===== src/rtl/dct_pkg.sv =====
package dct_pkg;
  localparam int unsigned NCH  = 2;
  localparam int unsigned NTRG = 3;

  // trigger slots
  localparam int unsigned TRG_A    = 0;
  localparam int unsigned TRG_AREV = 1;
  localparam int unsigned TRG_B    = 2;

  typedef struct packed {
    logic load;
    logic arm;
  } chan_ctl_t;
endpackage


===== src/rtl/dct_counter.sv =====
module dct_counter #(
  parameter int unsigned W = 16
) (
  input  logic         clk_i,
  input  logic         rst_ni,
  input  logic         run_i,
  input  logic         tick_i,
  output logic [W-1:0] cnt_o
);
  logic [W-1:0] cnt_q;

  always_ff @(posedge clk_i or negedge rst_ni) begin
    if (!rst_ni)     cnt_q <= '0;
    else if (!run_i) cnt_q <= '0;
    else if (tick_i) cnt_q <= cnt_q + W'(1);
  end

  assign cnt_o = cnt_q;
endmodule


===== src/rtl/dct_trig_hold.sv =====
// Holds a qualified edge until the next falling-phase strobe.
module dct_trig_hold (
  input  logic clk_i,
  input  logic rst_ni,
  input  logic run_i,
  input  logic allow_i,
  input  logic edge_i,
  input  logic take_i,
  output logic fire_o
);
  logic pend_q;
  logic hit;

  assign hit    = run_i & allow_i & edge_i;
  assign fire_o = run_i & take_i & (pend_q | hit);

  always_ff @(posedge clk_i or negedge rst_ni) begin
    if (!rst_ni)     pend_q <= 1'b0;
    else if (!run_i) pend_q <= 1'b0;
    else if (take_i) pend_q <= 1'b0;
    else if (hit)    pend_q <= 1'b1;
  end
endmodule


===== src/rtl/dct_chan.sv =====
module dct_chan #(
  parameter int unsigned W = 16
) (
  input  logic         clk_i,
  input  logic         rst_ni,
  input  logic         run_i,
  input  logic         load_i,
  input  logic         arm_i,
  input  logic         rise_i,
  input  logic [W-1:0] cnt_i,
  output logic [W-1:0] cap_o,
  output logic         irq_o
);
  logic [W-1:0] cap_q;
  logic         armed_q;
  logic         irq_q;

  always_ff @(posedge clk_i or negedge rst_ni) begin
    if (!rst_ni)     cap_q <= '0;
    else if (load_i) cap_q <= cnt_i;
  end

  // a second arm before the rising phase merges into one pulse
  always_ff @(posedge clk_i or negedge rst_ni) begin
    if (!rst_ni) begin
      armed_q <= 1'b0;
      irq_q   <= 1'b0;
    end else if (!run_i) begin
      armed_q <= 1'b0;
      irq_q   <= 1'b0;
    end else begin
      irq_q <= rise_i & armed_q;
      if (arm_i)       armed_q <= 1'b1;
      else if (rise_i) armed_q <= 1'b0;
    end
  end

  assign cap_o = cap_q;
  assign irq_o = irq_q;
endmodule


===== src/rtl/dual_capture_timer.sv =====
module dual_capture_timer #(
  parameter int unsigned CNT_W = 16
) (
  input  logic             clk_i,
  input  logic             rst_ni,
  input  logic             run_i,
  input  logic             tick_rise_i,
  input  logic             tick_fall_i,
  input  logic             edge_a_i,
  input  logic             edge_a_rev_i,
  input  logic             edge_b_i,
  input  logic             rev_mode_i,
  input  logic             a_is_clk_i,
  output logic [CNT_W-1:0] count_o,
  output logic [CNT_W-1:0] cap0_o,
  output logic [CNT_W-1:0] cap1_o,
  output logic             irq0_o,
  output logic             irq1_o
);
  import dct_pkg::*;

  logic [CNT_W-1:0]         cnt;
  logic [NTRG-1:0]          trg_edge;
  logic [NTRG-1:0]          trg_allow;
  logic [NTRG-1:0]          trg_fire;
  chan_ctl_t [NCH-1:0]      ctl;
  logic [NCH-1:0][CNT_W-1:0] cap;
  logic [NCH-1:0]           irq;

  dct_counter #(.W(CNT_W)) u_cnt (
    .clk_i  (clk_i),
    .rst_ni (rst_ni),
    .run_i  (run_i),
    .tick_i (tick_rise_i),
    .cnt_o  (cnt)
  );

  assign trg_edge[TRG_A]     = edge_a_i;
  assign trg_edge[TRG_AREV]  = edge_a_rev_i;
  assign trg_edge[TRG_B]     = edge_b_i;
  assign trg_allow[TRG_A]    = ~a_is_clk_i;
  assign trg_allow[TRG_AREV] = ~a_is_clk_i & rev_mode_i;
  assign trg_allow[TRG_B]    = 1'b1;

  for (genvar t = 0; t < NTRG; t++) begin : g_trg
    dct_trig_hold u_hold (
      .clk_i   (clk_i),
      .rst_ni  (rst_ni),
      .run_i   (run_i),
      .allow_i (trg_allow[t]),
      .edge_i  (trg_edge[t]),
      .take_i  (tick_fall_i),
      .fire_o  (trg_fire[t])
    );
  end

  // reg 0: B loads normally; in reverse mode A-rev loads silently, B only interrupts
  always_comb begin
    ctl[0].load = rev_mode_i ? trg_fire[TRG_AREV] : trg_fire[TRG_B];
    ctl[0].arm  = trg_fire[TRG_B];
    ctl[1].load = trg_fire[TRG_A];
    ctl[1].arm  = trg_fire[TRG_A];
  end

  for (genvar c = 0; c < NCH; c++) begin : g_ch
    dct_chan #(.W(CNT_W)) u_ch (
      .clk_i  (clk_i),
      .rst_ni (rst_ni),
      .run_i  (run_i),
      .load_i (ctl[c].load),
      .arm_i  (ctl[c].arm),
      .rise_i (tick_rise_i),
      .cnt_i  (cnt),
      .cap_o  (cap[c]),
      .irq_o  (irq[c])
    );
  end

  assign count_o = cnt;
  assign cap0_o  = cap[0];
  assign cap1_o  = cap[1];
  assign irq0_o  = irq[0];
  assign irq1_o  = irq[1];
endmodule


===== config.mk =====
export PLATFORM = sky130hd
export DESIGN_NAME = dual_capture_timer
export DESIGN_NICKNAME = d
export VERILOG_FILES = /design/src/rtl/dct_pkg.sv /design/src/rtl/dct_counter.sv /design/src/rtl/dct_trig_hold.sv /design/src/rtl/dct_chan.sv /design/src/rtl/dual_capture_timer.sv
export SDC_FILE = /design/constraint.sdc
export NUM_CORES = 1
export LEC_CHECK = 0
export BUFFER_PORTS_ARGS = -buffer_cell sky130_fd_sc_hd__buf_2
export CAP_MARGIN = 25
export CORE_ASPECT_RATIO = 0.7
export CORE_MARGIN = 2
export CORE_UTILIZATION = 47
export CTS_BUF_LIST = sky130_fd_sc_hd__clkbuf_16
export CTS_CLUSTER_DIAMETER = 40
export DETAILED_ROUTE_END_ITERATION = 10
export GPL_ROUTABILITY_DRIVEN = 0
export PLACE_DENSITY_LB_ADDON = 0.15
export RECOVER_POWER = 50
export REMOVE_ABC_BUFFERS = 1
export SYNTH_ARGS = -nofsm -noshare
export SYNTH_HDL_FRONTEND = slang
export SYNTH_HIERARCHICAL = 1
export SYNTH_SLANG_ARGS = --single-unit

===== constraint.sdc =====
create_clock -name clk_i -period 1.6 [get_ports clk_i]
set_input_delay 0.08 -clock clk_i [delete_from_list [all_inputs] [get_ports clk_i]]
set_output_delay 0.08 -clock clk_i [all_outputs]
set_load 0.01 [all_outputs]

# After elaboration in Yosys (flattened, before gate mapping)
# Cells that the tools add are included.
# word_totals
register_bits,55
output_inout_bits,50
elab_cells,52
# op_classes
add_sub_neg,1
n_eq_ne,6
n_mux,19
n_bitwise,16
# op_table
operator,n
16-bit two-way mux,2
1-bit two-way mux,17
16-bit by 1-bit adder with 16-bit output (second input constant),1
3-bit by 1-bit != test with 1-bit output (second input constant),5
1-bit bitwise AND,12
1-bit bitwise OR,3
2-bit by 1-bit != test with 1-bit output (second input constant),1
1-bit inverter,1

# Logic depth before layout (Yosys ltp)
# Gate-level depths: netlist of the first run.
# depth
word_depth,7
ltp_mapped,7

# Modules after synthesis
# The synthesis of the first run kept the hierarchy.
# modules_own_cells
mod,instances,cells_each,area_per_inst_um2,seq_area_each_um2
dct_chan,2,39,719.4,450.4
dct_counter,1,81,815.8,400.4
dct_trig_hold,3,5,53.8,25.0
dual_capture_timer,1,4,28.8,0.0

# Worst setup path after synthesis of the first run
# Ideal clock, no wire load.
# synth_path
path_type,register to register
startpoint,"register u_cnt.cnt_q[0], in the netlist u_cnt/cnt_o[0]"
endpoint,"register u_cnt.cnt_q[14], in the netlist u_cnt/cnt_o[14]"
setup_ps,78
t_arrival_ps,1520
required_time_ps,1522
setup_slack_ps,2
path_stages_with_launch,6
path_buffers,0
path_cell_list,dfrtp_1 ha_1 and2_1 nand4_2 or3_2 a21oi_1
# synth_between
elab_chain_cells,3
# synth_lines
item,line,rtl
"start, declared",dct_counter.sv:10,logic [W-1:0] cnt_q;
"start signal, assigned",dct_counter.sv:15,else if (tick_i) cnt_q <= cnt_q + W'(1);
16-bit by 1-bit adder with 16-bit output,dct_counter.sv:15,
16-bit two-way mux,dct_counter.sv:15,
16-bit two-way mux,dct_counter.sv:14,else if (!run_i) cnt_q <= '0;
# No other way between the ends. The select of a mux whose other input is x is not followed.
# A chain may end at the register's enable or synchronous reset.

# Worst setup path after layout of the first run
# layout_path
startpoint,"register u_cnt.cnt_q[4], in the netlist u_cnt/cnt_o[4]"
endpoint,"register u_cnt.cnt_q[15], in the netlist u_cnt/cnt_o[15]"
# The elaborated chain is that of the path after synthesis.

==> summary.md, run 1 <==
| Metric | Value |
|---|---|
| Slowest cell delay on critical path | `0.46 ns` |
| Switching share of power | `22.11%` |
| Vias in the first global route | `1663` |
| Clk pwr share | `38.3%` |
| Die span in x | `90.21 um` |
| Core footprint | `4887 um2` |
| Tmin final | `1.503 ns` |
| Synthesized area | `2445 um2` |
| Setup crit end kind | `flop` |
| Critical path class | `flop to flop` |
| Netlist cell types | `36` |
| Met1 wire length | `2556 um` |
| Number of synthesized register bits | `55` |
| Top sig layer | `met4` |
| Most frequent cells in the layout | `dfrtp_1 (55), buf_2 (40), mux2_4 (21)` |
| Actual slew at the worst max-slew pin | `0.7348 ns` |
| Pin count of the biggest net entering global routing | `56` |
| PnR worst setup slack | `0.09679 ns` |
| Arrival time at the worst endpoint | `1.71 ns` |
| Combinational share of power | `7.7%` |
| Hold Crit Start | `tick_fall_i` |
| Largest delay share family, worst path | `simple AND/OR/NAND/NOR gates` |
| Met3 Wirelength | `216 um` |
| Slowest-stage cell, CP | `or4_1` |
| Top_reg_cell synth | `dfrtp_1` |
| H-Tree Depth | `2` |
| Die area | `5804 um2` |
| Clk Latency, worst-skew pair | `0.28 ns` |
| DR DRC count | `0` |
| Die Ht | `64.35 um` |
| Clock slew at reported path FFs | `0.07 ns` |
| Fillers | `428` |
| Clk sinks | `55` |
| Sequential share of the synthesized area | `56.29%` |
| Final Cycle Share | `93.95%` |
| WHS Path Cells | `2` |
| Maximum vdd drop | `0.0005654 V` |
| Reg area | `1376 um2` |
| Initial DRC Count | `63` |
| Wire per inst | `14.85 um` |
| Outcome | `completed` |
| Congestion Overflow GR | `0` |
| P_sw | `588.6 uW` |
| Total iterations of the first detailed-routing run | `4` |
| Commonest non-fill, non-tap cell in the layout | `dfrtp_1` |
| Type of the most critical hold path | `input pin to flop` |
| Worst endpoint required time | `1.81 ns` |
| Pins over their slew limit | `0` |
| Relative slew slack | `51.02%` |
| Layout area overhead | `23.49%` |
| WL final | `4857 um` |
| Vias per cell | `4.997` |
| GR Util All Layers | `17.91%` |
| Clock Path Buffers | `2` |
| First-pass GRT wire length | `8204 um` |
| Met2 routed wirelength | `2066 um` |
| Crit-path max FO | `7` |
| Buffers on Ports | `59` |
| Worst path cell trace | `and3_2, nand4_2, or4_1, a21oi_1` |
| Cell-internal power | `2.074 mW` |
| Pre-CTS setup slack | `-0.002063 ns` |
| IO Pins | `60` |
| FF-to-FF End | `u_cnt/cnt_o[15]` |
| Final net count | `268` |
| Reg power frac | `54.0%` |
| Worst setup SP type | `flop` |
| Initial antenna violation count | `0` |
| Footprint of the multi-input gates | `992.2 um2` |
| # diodes | `0` |
| Finished Core Util | `61.78%` |
| Leak Pwr | `1.545 nW` |
| Post-Synthesis Cells | `178` |
| Setup crit start | `u_cnt/cnt_o[4]` |
| Initial Utilization | `50.03%` |
| Reg2reg start | `u_cnt/cnt_o[4]` |
| Max_cap viols | `0` |
| Cell Rows | `21` |
| PwrDens | `881.8 nW/um2` |
| Hold Violations, Final | `0` |
| EDFF count, synth | `0` |
| CTS Root Cell | `clkbuf_16` |
| DRT antenna net count | `0` |
| Worst R2R Path Depth | `4` |
| Detailed Place HPWL | `3343 um` |
| Layout cells sized above 1 | `42.25%` |
| RSZ-0062 raised after global routing | `yes` |
| DR vias | `1634` |
| CTS tree | `built` |
| CP Buf/Inv Count | `0` |
| Setup Skew | `0.002920 ns` |
| Hold Path Sink | `g_trg[1].u_hold/pend_q` |
| Yosys warns | `6` |
| Avg Cell Area, Syn | `13.74 um2` |
| Endpoints failing setup | `0` |
| Fmax | `665.2 MHz` |
| FF-to-FF setup slack | `0.1 ns` |
| Asr flop ratio synth | `100.0%` |
| Num CTS Buffers | `5` |
synth_stat cells (5+ instances only):
| cell type | count | area (um2) |
|---|---|---|
| a21oi_1 | 7 | 35.03 |
| nand2_1 | 8 | 30.03 |
| mux2_4 | 21 | 315.3 |
| nor2_1 | 11 | 41.29 |
| mux2_2 | 12 | 135.1 |
| xor2_1 | 6 | 52.55 |
| dfrtp_1 | 55 | 1376 |
| o21ai_0 | 6 | 30.03 |
| or3_1 | 5 | 31.28 |
layer usage:
layer	global-route usage (%)	vias up
li1	-	783
met1	25.93	812
met2	27.07	37
met3	4.599	2
met4	4.615	0
met5	0	-
worst max-delay path by stage:
stage                                  endpoint  slack (ns)  cells after the start
after floorplan           g_ch[1].u_ch/cap_o[0]       -0.28                      3
after global placement          u_cnt/cnt_o[14]        0.09                      5
after detailed placement        u_cnt/cnt_o[14]      -0.002                      5
after CTS                       u_cnt/cnt_o[14]        0.02                      5
after global routing            u_cnt/cnt_o[15]   -0.000002                      4
final                           u_cnt/cnt_o[15]         0.1                      4
flip-flops by register name, summed over array words and instances, names as in the netlist:
| name | cells |
|---|---|
| u_cnt/cnt_o | 16 |
| g_ch.u_ch/cap_o | 32 |
| g_ch.u_ch/armed_q | 2 |
| g_trg.u_hold/pend_q | 3 |
| g_ch.u_ch/irq_o | 2 |
final cells by class:
| cell class | count | share of cell area [%] |
|---|---|---|
| clock buffers | 5 | 4.144 |
| clock inverters | 3 | 0.3730 |
| inverters | 3 | 0.3730 |
| multi-input cells | 114 | 32.86 |
| flip-flops and latches | 55 | 45.59 |
| well taps | 69 | 2.860 |
| repair buffers | 78 | 13.80 |
power by group through the flow:
stage | clock, mW | sequential, mW | combinational, mW
floorplan | 0 | 1.48 | 0.0788
global placement | 0 | 1.46 | 0.207
detailed placement | 0 | 1.46 | 0.210
CTS | 1.05 | 1.44 | 0.214
global route | 1.12 | 1.44 | 0.227
finish | 1.02 | 1.44 | 0.204
worst register-to-register path: cells and delay by family, from the launching register on:
family | cells | cell delay [ns]
flops | 1 | 0.35
compound gates | 1 | 0.16
simple gates | 3 | 0.91
stage by stage:
| step | total power, mW | instance area, um2 | instances | hold slack [ns] | setup TNS, ns |
|---|---|---|---|---|---|
| floorplan | 1.558 | 2374 | 172 | -0.2156 | -3.892 |
| global placement | 1.669 | 2898 | 317 | 0.1007 | 0 |
| detailed placement | 1.674 | 2898 | 317 | 0.1002 | -0.002063 |
| CTS | 2.701 | 3044 | 326 | 0.04431 | 0 |
| global route | 2.788 | 3019 | 327 | 0.05763 | -0.000001998 |
| finish | 2.662 | 3019 | 327 | 0.04758 | 0 |
what timing repair did:
item,in CTS,in global routing
hold endpoints to repair,55,0
setup endpoints to repair,1,3
resized for setup,0,2
setup buffers,0,1
pin swaps,1,0
hold buffers,1,0
cell families (layout without fill, tap and decap cells):
logic type / count (synthesis) / in the layout / synth area share, %
DFF: 55 / 55 / 56.29
other: 1 / 1 / 0.1534
buffers and inverters: 9 / 89 / 3.377
xor gates and xnor gates: 7 / 7 / 2.508
muxes: 34 / 34 / 18.83
and+or+nand+nor: 50 / 50 / 13.05
AOI/OAI and AO/OA: 21 / 21 / 5.271
adders and majority gates: 1 / 1 / 0.5117
Power figures use the tool's default switching activity.
==> run 2: changes to the inputs <==
- CORE_UTILIZATION: 47 -> 51
- SETUP_SLACK_MARGIN: unset -> 0.02
- clock period: 1.6 -> 1.4 ns (I/O delays scaled with it)
==> run 2 against run 1 <==
The flow now finishes with violations (negative setup slack). Die area is 7.4% lower. Sequential power grew 14%. Non-clock buffer count is 11 higher. First-iteration DRC count fell by 3.2%. Clock power rose by 19%. Combinational power increased by 25%. Critical path type unchanged. Critical endpoint is now g_ch[0].u_ch/cap_o[5].
==> summary.md, run 2 (same netlist as run 1, synthesis figures left out) <==
| Metric | Value |
|---|---|
| Final Non-Filler Cells | `327` |
| PwrDens | `983.4 nW/um2` |
| Clk sinks | `55` |
| Worst setup SP type | `flop` |
| FF-to-FF setup slack | `-0.05 ns` |
| Hold Violations, Final | `0` |
| Fmax | `689.7 MHz` |
| Relative slew slack | `50.27%` |
| Pins over their slew limit | `0` |
| PnR worst setup slack | `-0.04981 ns` |
| Setup crit end kind | `flop` |
| Final Cycle Share | `103.6%` |
| Layout cells sized above 1 | `52.59%` |
| Actual slew at the worst max-slew pin | `0.7460 ns` |
| Die span in x | `86.76 um` |
| Die Ht | `61.93 um` |
| # diodes | `0` |
| Final net count | `280` |
| Arrival time at the worst endpoint | `1.62 ns` |
| RSZ-0062 raised after global routing | `yes` |
| DR vias | `1722` |
| H-Tree Depth | `2` |
| Leak Pwr | `1.665 nW` |
| IO Pins | `60` |
| Total iterations of the first detailed-routing run | `4` |
| Hold Crit Start | `tick_fall_i` |
| Commonest non-fill, non-tap cell in the layout | `dfrtp_1` |
| Die area | `5373 um2` |
| Num CTS Buffers | `5` |
| Finished Core Util | `67.20%` |
| CTS tree | `built` |
| Detailed Place HPWL | `3298 um` |
| Outcome | `complete, but fails checks` |
| Core footprint | `4703 um2` |
| Clk Latency, worst-skew pair | `0.29 ns` |
| Placed Cells | `314` |
| GR Util All Layers | `20.32%` |
| Type of the most critical hold path | `input pin to flop` |
| Pin count of the biggest net entering global routing | `56` |
| Crit-path max FO | `8` |
| Layout area overhead | `29.27%` |
| Clock Path Buffers | `2` |
| FF-to-FF End | `g_ch[0].u_ch/cap_o[5]` |
| Setup Skew | `0.007048 ns` |
| Endpoints failing setup | `19` |
| Hold Path Sink | `g_trg[1].u_hold/pend_q` |
| Reg2reg start | `g_trg[2].u_hold/pend_q` |
| WL final | `4950 um` |
| Max FFs per register | `32` |
| Congestion Overflow GR | `0` |
| Initial DRC Count | `61` |
| Vias in the first global route | `1596` |
| Setup crit start | `g_trg[2].u_hold/pend_q` |
| Maximum vdd drop | `0.0005796 V` |
| Buffers on Ports | `59` |
| DR DRC count | `0` |
| DRT antenna net count | `0` |
| Vias per cell | `5.266` |
| First-pass GRT wire length | `8176 um` |
| WHS Path Cells | `2` |
| CTS Root Cell | `clkbuf_16` |
| Wire per inst | `15.14 um` |
| Cell Rows | `21` |
| Worst endpoint required time | `1.57 ns` |
| Worst R2R Path Depth | `4` |
| Critical path class | `flop to flop` |
| Clock slew at reported path FFs | `0.07 ns` |
| Most frequent cells in the layout | `dfrtp_1 (55), buf_2 (51), buf_4 (28)` |
| Initial antenna violation count | `0` |
| Max_cap viols | `0` |
| Fillers | `374` |
| Failing checks | `negative setup slack` |
| Initial Utilization | `51.98%` |
| Tmin final | `1.450 ns` |
==> run 2: changes by cell type in the layout (fill, tap and decap cells not counted), sizes merged <==
cell	change
buf	+22
clkbuf	-11
clkinv	-1
clkinvlp	+2
inv	-1
mux2	+1
==> run 2: area by class of cell <==
class                           count  area [um2]  area share [%]
Clock buffer                        5       125.1           3.959
Clock inverter                      3       20.02          0.6334
Inverter                            3       11.26          0.3563
Multi-Input combinational cell    115        1044           33.02
Sequential cell                    55        1376           43.55
Tap cell                           57       71.32           2.257
Timing Repair Buffer               89       513.0           16.23
==> run 2: worst max-delay path by stage <==
stage                                  endpoint  slack [ns]  cells after the start
after floorplan           g_ch[1].u_ch/cap_o[0]       -0.48                      3
after global placement          u_cnt/cnt_o[14]       -0.12                      5
after detailed placement        u_cnt/cnt_o[14]       -0.18                      5
after CTS                       u_cnt/cnt_o[10]       -0.02                      5
after global routing            u_cnt/cnt_o[10]       -0.13                      5
final                     g_ch[0].u_ch/cap_o[5]       -0.05                      4
==> run 2: report_power, final <==
group | internal [mW] | switching [mW]
Sequential | 1.62 | 0.0186
Combinational | 0.115 | 0.140
Clock | 0.660 | 0.552
==> run 2: worst max-delay path, stage by stage, from the launching register on <==
cell	delay (ns)
dfrtp_1	0.36
a21oi_1	0.19
nor2_2	0.09
mux2_4	0.37
mux2_4	0.31
==> run 2: routing by layer <==
layer / share of wire [%] / global-route usage (%) / up-vias
met5: 0 / 0 / -
met1: 52 / 30.81 / 868
met3: 4.1 / 4.227 / 2
met4: 0.55 / 5.134 / 0
met2: 43 / 30.11 / 41
li1: - / - / 811
==> run 2: timing repair <==
item                                    in CTS  in global routing
endpoints found under the setup margin      22                 24
buffers inserted                             3                  0
hold buffers                                 1                  0
gates cloned                                 1                  0
pin swaps                                   11                  3
gates resized for setup                     10                  2
endpoints found under the hold margin       55                  0
==> run 2: metrics by stage <==
step                      power [mW]  hold slack (ns)  setup slack, ns  cell area (um2)  setup TNS (ns)
after CTS                      3.146          0.03498         -0.01990             3183        -0.03614
after floorplan                1.781          -0.2256          -0.4838             2374          -7.877
after global routing           3.229          0.05259          -0.1278             3161          -1.940
after detailed placement       1.926          0.09102          -0.1835             2950         -0.8785
final                          3.108          0.03601         -0.04981             3161         -0.5407
after global placement         1.915          0.08981          -0.1157             2950         -0.3090
==> run 3: changes to the inputs <==
- CORE_UTILIZATION: 51 -> 35
- MAX_ROUTING_LAYER: unset -> met4
==> run 3 against run 2 <==
The run still ends with negative setup slack left. Critical path depth is 1 higher. Sequential cell count stayed put. Global-route usage is 5.1 points lower. Hold slack better by 0.0044 ns. Core utilization is 18 points lower. First-iteration DRC count is 11% higher. Clock skew is 0.0029 ns higher. Critical endpoint is now u_cnt/cnt_o[10]. Highest routed layer unchanged.
==> summary.md, run 3 (same netlist as run 1, synthesis figures left out) <==
| Metric | Value |
|---|---|
| PwrDens | `947.4 nW/um2` |
| Pin count of the biggest net entering global routing | `50` |
| Endpoints failing setup | `3` |
| Type of the most critical hold path | `input pin to flop` |
| Initial DRC Count | `68` |
| DR DRC count | `0` |
| Die area | `7680 um2` |
| Worst setup SP type | `flop` |
| Most frequent cells in the layout | `dfrtp_1 (55), buf_2 (49), buf_4 (28)` |
| Fillers | `644` |
| Worst endpoint required time | `1.63 ns` |
| Setup Skew | `0.009907 ns` |
| Slowest-stage cell, CP | `or3_4` |
| Critical path class | `flop to flop` |
| RSZ-0062 raised after global routing | `yes` |
| Clock slew at reported path FFs | `0.07 ns` |
| Core footprint | `6756 um2` |
| Failing checks | `negative setup slack` |
| IO Pins | `60` |
| Commonest non-fill, non-tap cell in the layout | `dfrtp_1` |
| Final Non-Filler Cells | `368` |
| Cell Rows | `25` |
| Clock Path Buffers | `2` |
| Initial antenna violation count | `0` |
| Slowest cell delay on critical path | `0.40 ns` |
| Fmax | `699.7 MHz` |
| Clk sinks | `55` |
| Wire per inst | `14.61 um` |
| Max_cap viols | `0` |
| Pins over their slew limit | `0` |
| Initial Utilization | `36.19%` |
| Finished Cell Area | `3309 um2` |
| Final Cycle Share | `102.1%` |
| Outcome | `complete, but fails checks` |
| Buffers on Ports | `59` |
| WL final | `5375 um` |
| Relative slew slack | `54.55%` |
| Congestion Overflow GR | `0` |
| PnR worst setup slack | `-0.02909 ns` |
| Vias in the first global route | `1637` |
| Actual slew at the worst max-slew pin | `0.6818 ns` |
| Pre-CTS setup slack | `-0.1503 ns` |
| CTS tree | `built` |
| CTS Root Cell | `clkbuf_16` |
| H-Tree Depth | `2` |
| Layout cells sized above 1 | `55.84%` |
| Arrival time at the worst endpoint | `1.66 ns` |
| DR vias | `1690` |
| Clk Latency, worst-skew pair | `0.30 ns` |
| Total iterations of the first detailed-routing run | `4` |
| Num CTS Buffers | `5` |
| Worst path cell trace | `ha_2, and2_4, nand4_4, or3_4, a21oi_2` |
| DRT antenna net count | `0` |
| GR Util All Layers | `15.21%` |
| Final net count | `284` |
| Setup crit end kind | `flop` |
| Crit-path max FO | `6` |
| Die Ht | `73.93 um` |
| Detailed Place HPWL | `3407 um` |
| First-pass GRT wire length | `8659 um` |
| Hold Violations, Final | `0` |
| Final Total Pwr | `3.135 mW` |
| Tmin final | `1.429 ns` |
| Die span in x | `103.9 um` |
| Placed Cells | `351` |
| Max FFs per register | `32` |
| Maximum vdd drop | `0.0005580 V` |
| Leak Pwr | `1.676 nW` |
| Layout area overhead | `35.36%` |
| Post-Place Cell Area | `3009 um2` |
| Vias per cell | `4.592` |
| # diodes | `0` |
==> run 3: cell type report <==
| cell class | count | area [um2] | area share, % |
|---|---|---|---|
| Tap cell | 94 | 117.6 | 3.554 |
| Inverter | 3 | 11.26 | 0.3403 |
| Sequential cell | 55 | 1376 | 41.59 |
| Clock buffer | 5 | 125.1 | 3.781 |
| Clock inverter | 3 | 20.02 | 0.6049 |
| Multi-Input combinational cell | 115 | 1086 | 32.82 |
| Timing Repair Buffer | 93 | 573.1 | 17.32 |
==> run 3: metrics by stage <==
| step | util, % | setup TNS [ns] | hold WS (ns) |
|---|---|---|---|
| after global placement | 44.54 | -0.4025 | -0.07655 |
| final | 48.98 | -0.04584 | 0.04037 |
| after CTS | 48.13 | -0.06680 | 0.03051 |
| after floorplan | - | -7.877 | -0.2256 |
| after detailed placement | 44.54 | -0.6907 | -0.07685 |
| after global routing | 48.98 | -1.773 | 0.03145 |
==> run 3: power by group <==
part / internal [mW] / switching [mW]
Sequential: 1.62 / 0.0193
Combinational: 0.123 / 0.145
Clock: 0.660 / 0.565
Total: 2.41 / 0.729
==> run 3: final timing paths <==
path / cells past startpoint / startpoint / slack [ns] / end
setup / recovery: 5 / u_cnt/cnt_o[0] / -0.03 / u_cnt/cnt_o[10]
hold / removal: 2 / tick_fall_i / 0.04 / g_trg[2].u_hold/pend_q
setup reg to reg: 5 / u_cnt/cnt_o[0] / -0.03 / u_cnt/cnt_o[10]
hold reg to reg: 1 / g_ch[1].u_ch/armed_q / 0.51 / g_ch[1].u_ch/irq_o
max in group asynchronous: 3 / rst_ni / 0.17 / g_ch[0].u_ch/cap_o[4]
min in group asynchronous: 2 / rst_ni / 0.19 / g_ch[0].u_ch/cap_o[14]
==> run 3: what timing repair did <==
item / CTS / global route
hold buffers: 1 / 0
setup buffers: 5 / 2
endpoints found under the hold margin: 55 / 0
pin swaps: 10 / 11
endpoints found under the setup margin: 24 / 25
cloned: 1 / 0
gates resized for setup: 9 / 16
==> run 3: worst max-delay path: cells and delay by family (launching register included) <==
family                   cells  cell delay, ns
AO/OA/AOI/OAI                1            0.13
AND/OR/NAND/NOR              3            0.66
flip-flops                   1            0.38
adder cells (fa/ha/maj)      1            0.19
==> run 3: routing by layer <==
metal	track usage, %	part of all wire [%]	wire, um	vias up
li1	-	-	-	814
met1	22.05	53	2866	823
met2	21.20	41	2209	48
met3	3.904	4.9	261	5
met4	3.604	0.71	38	0
met5	-	0	0	-
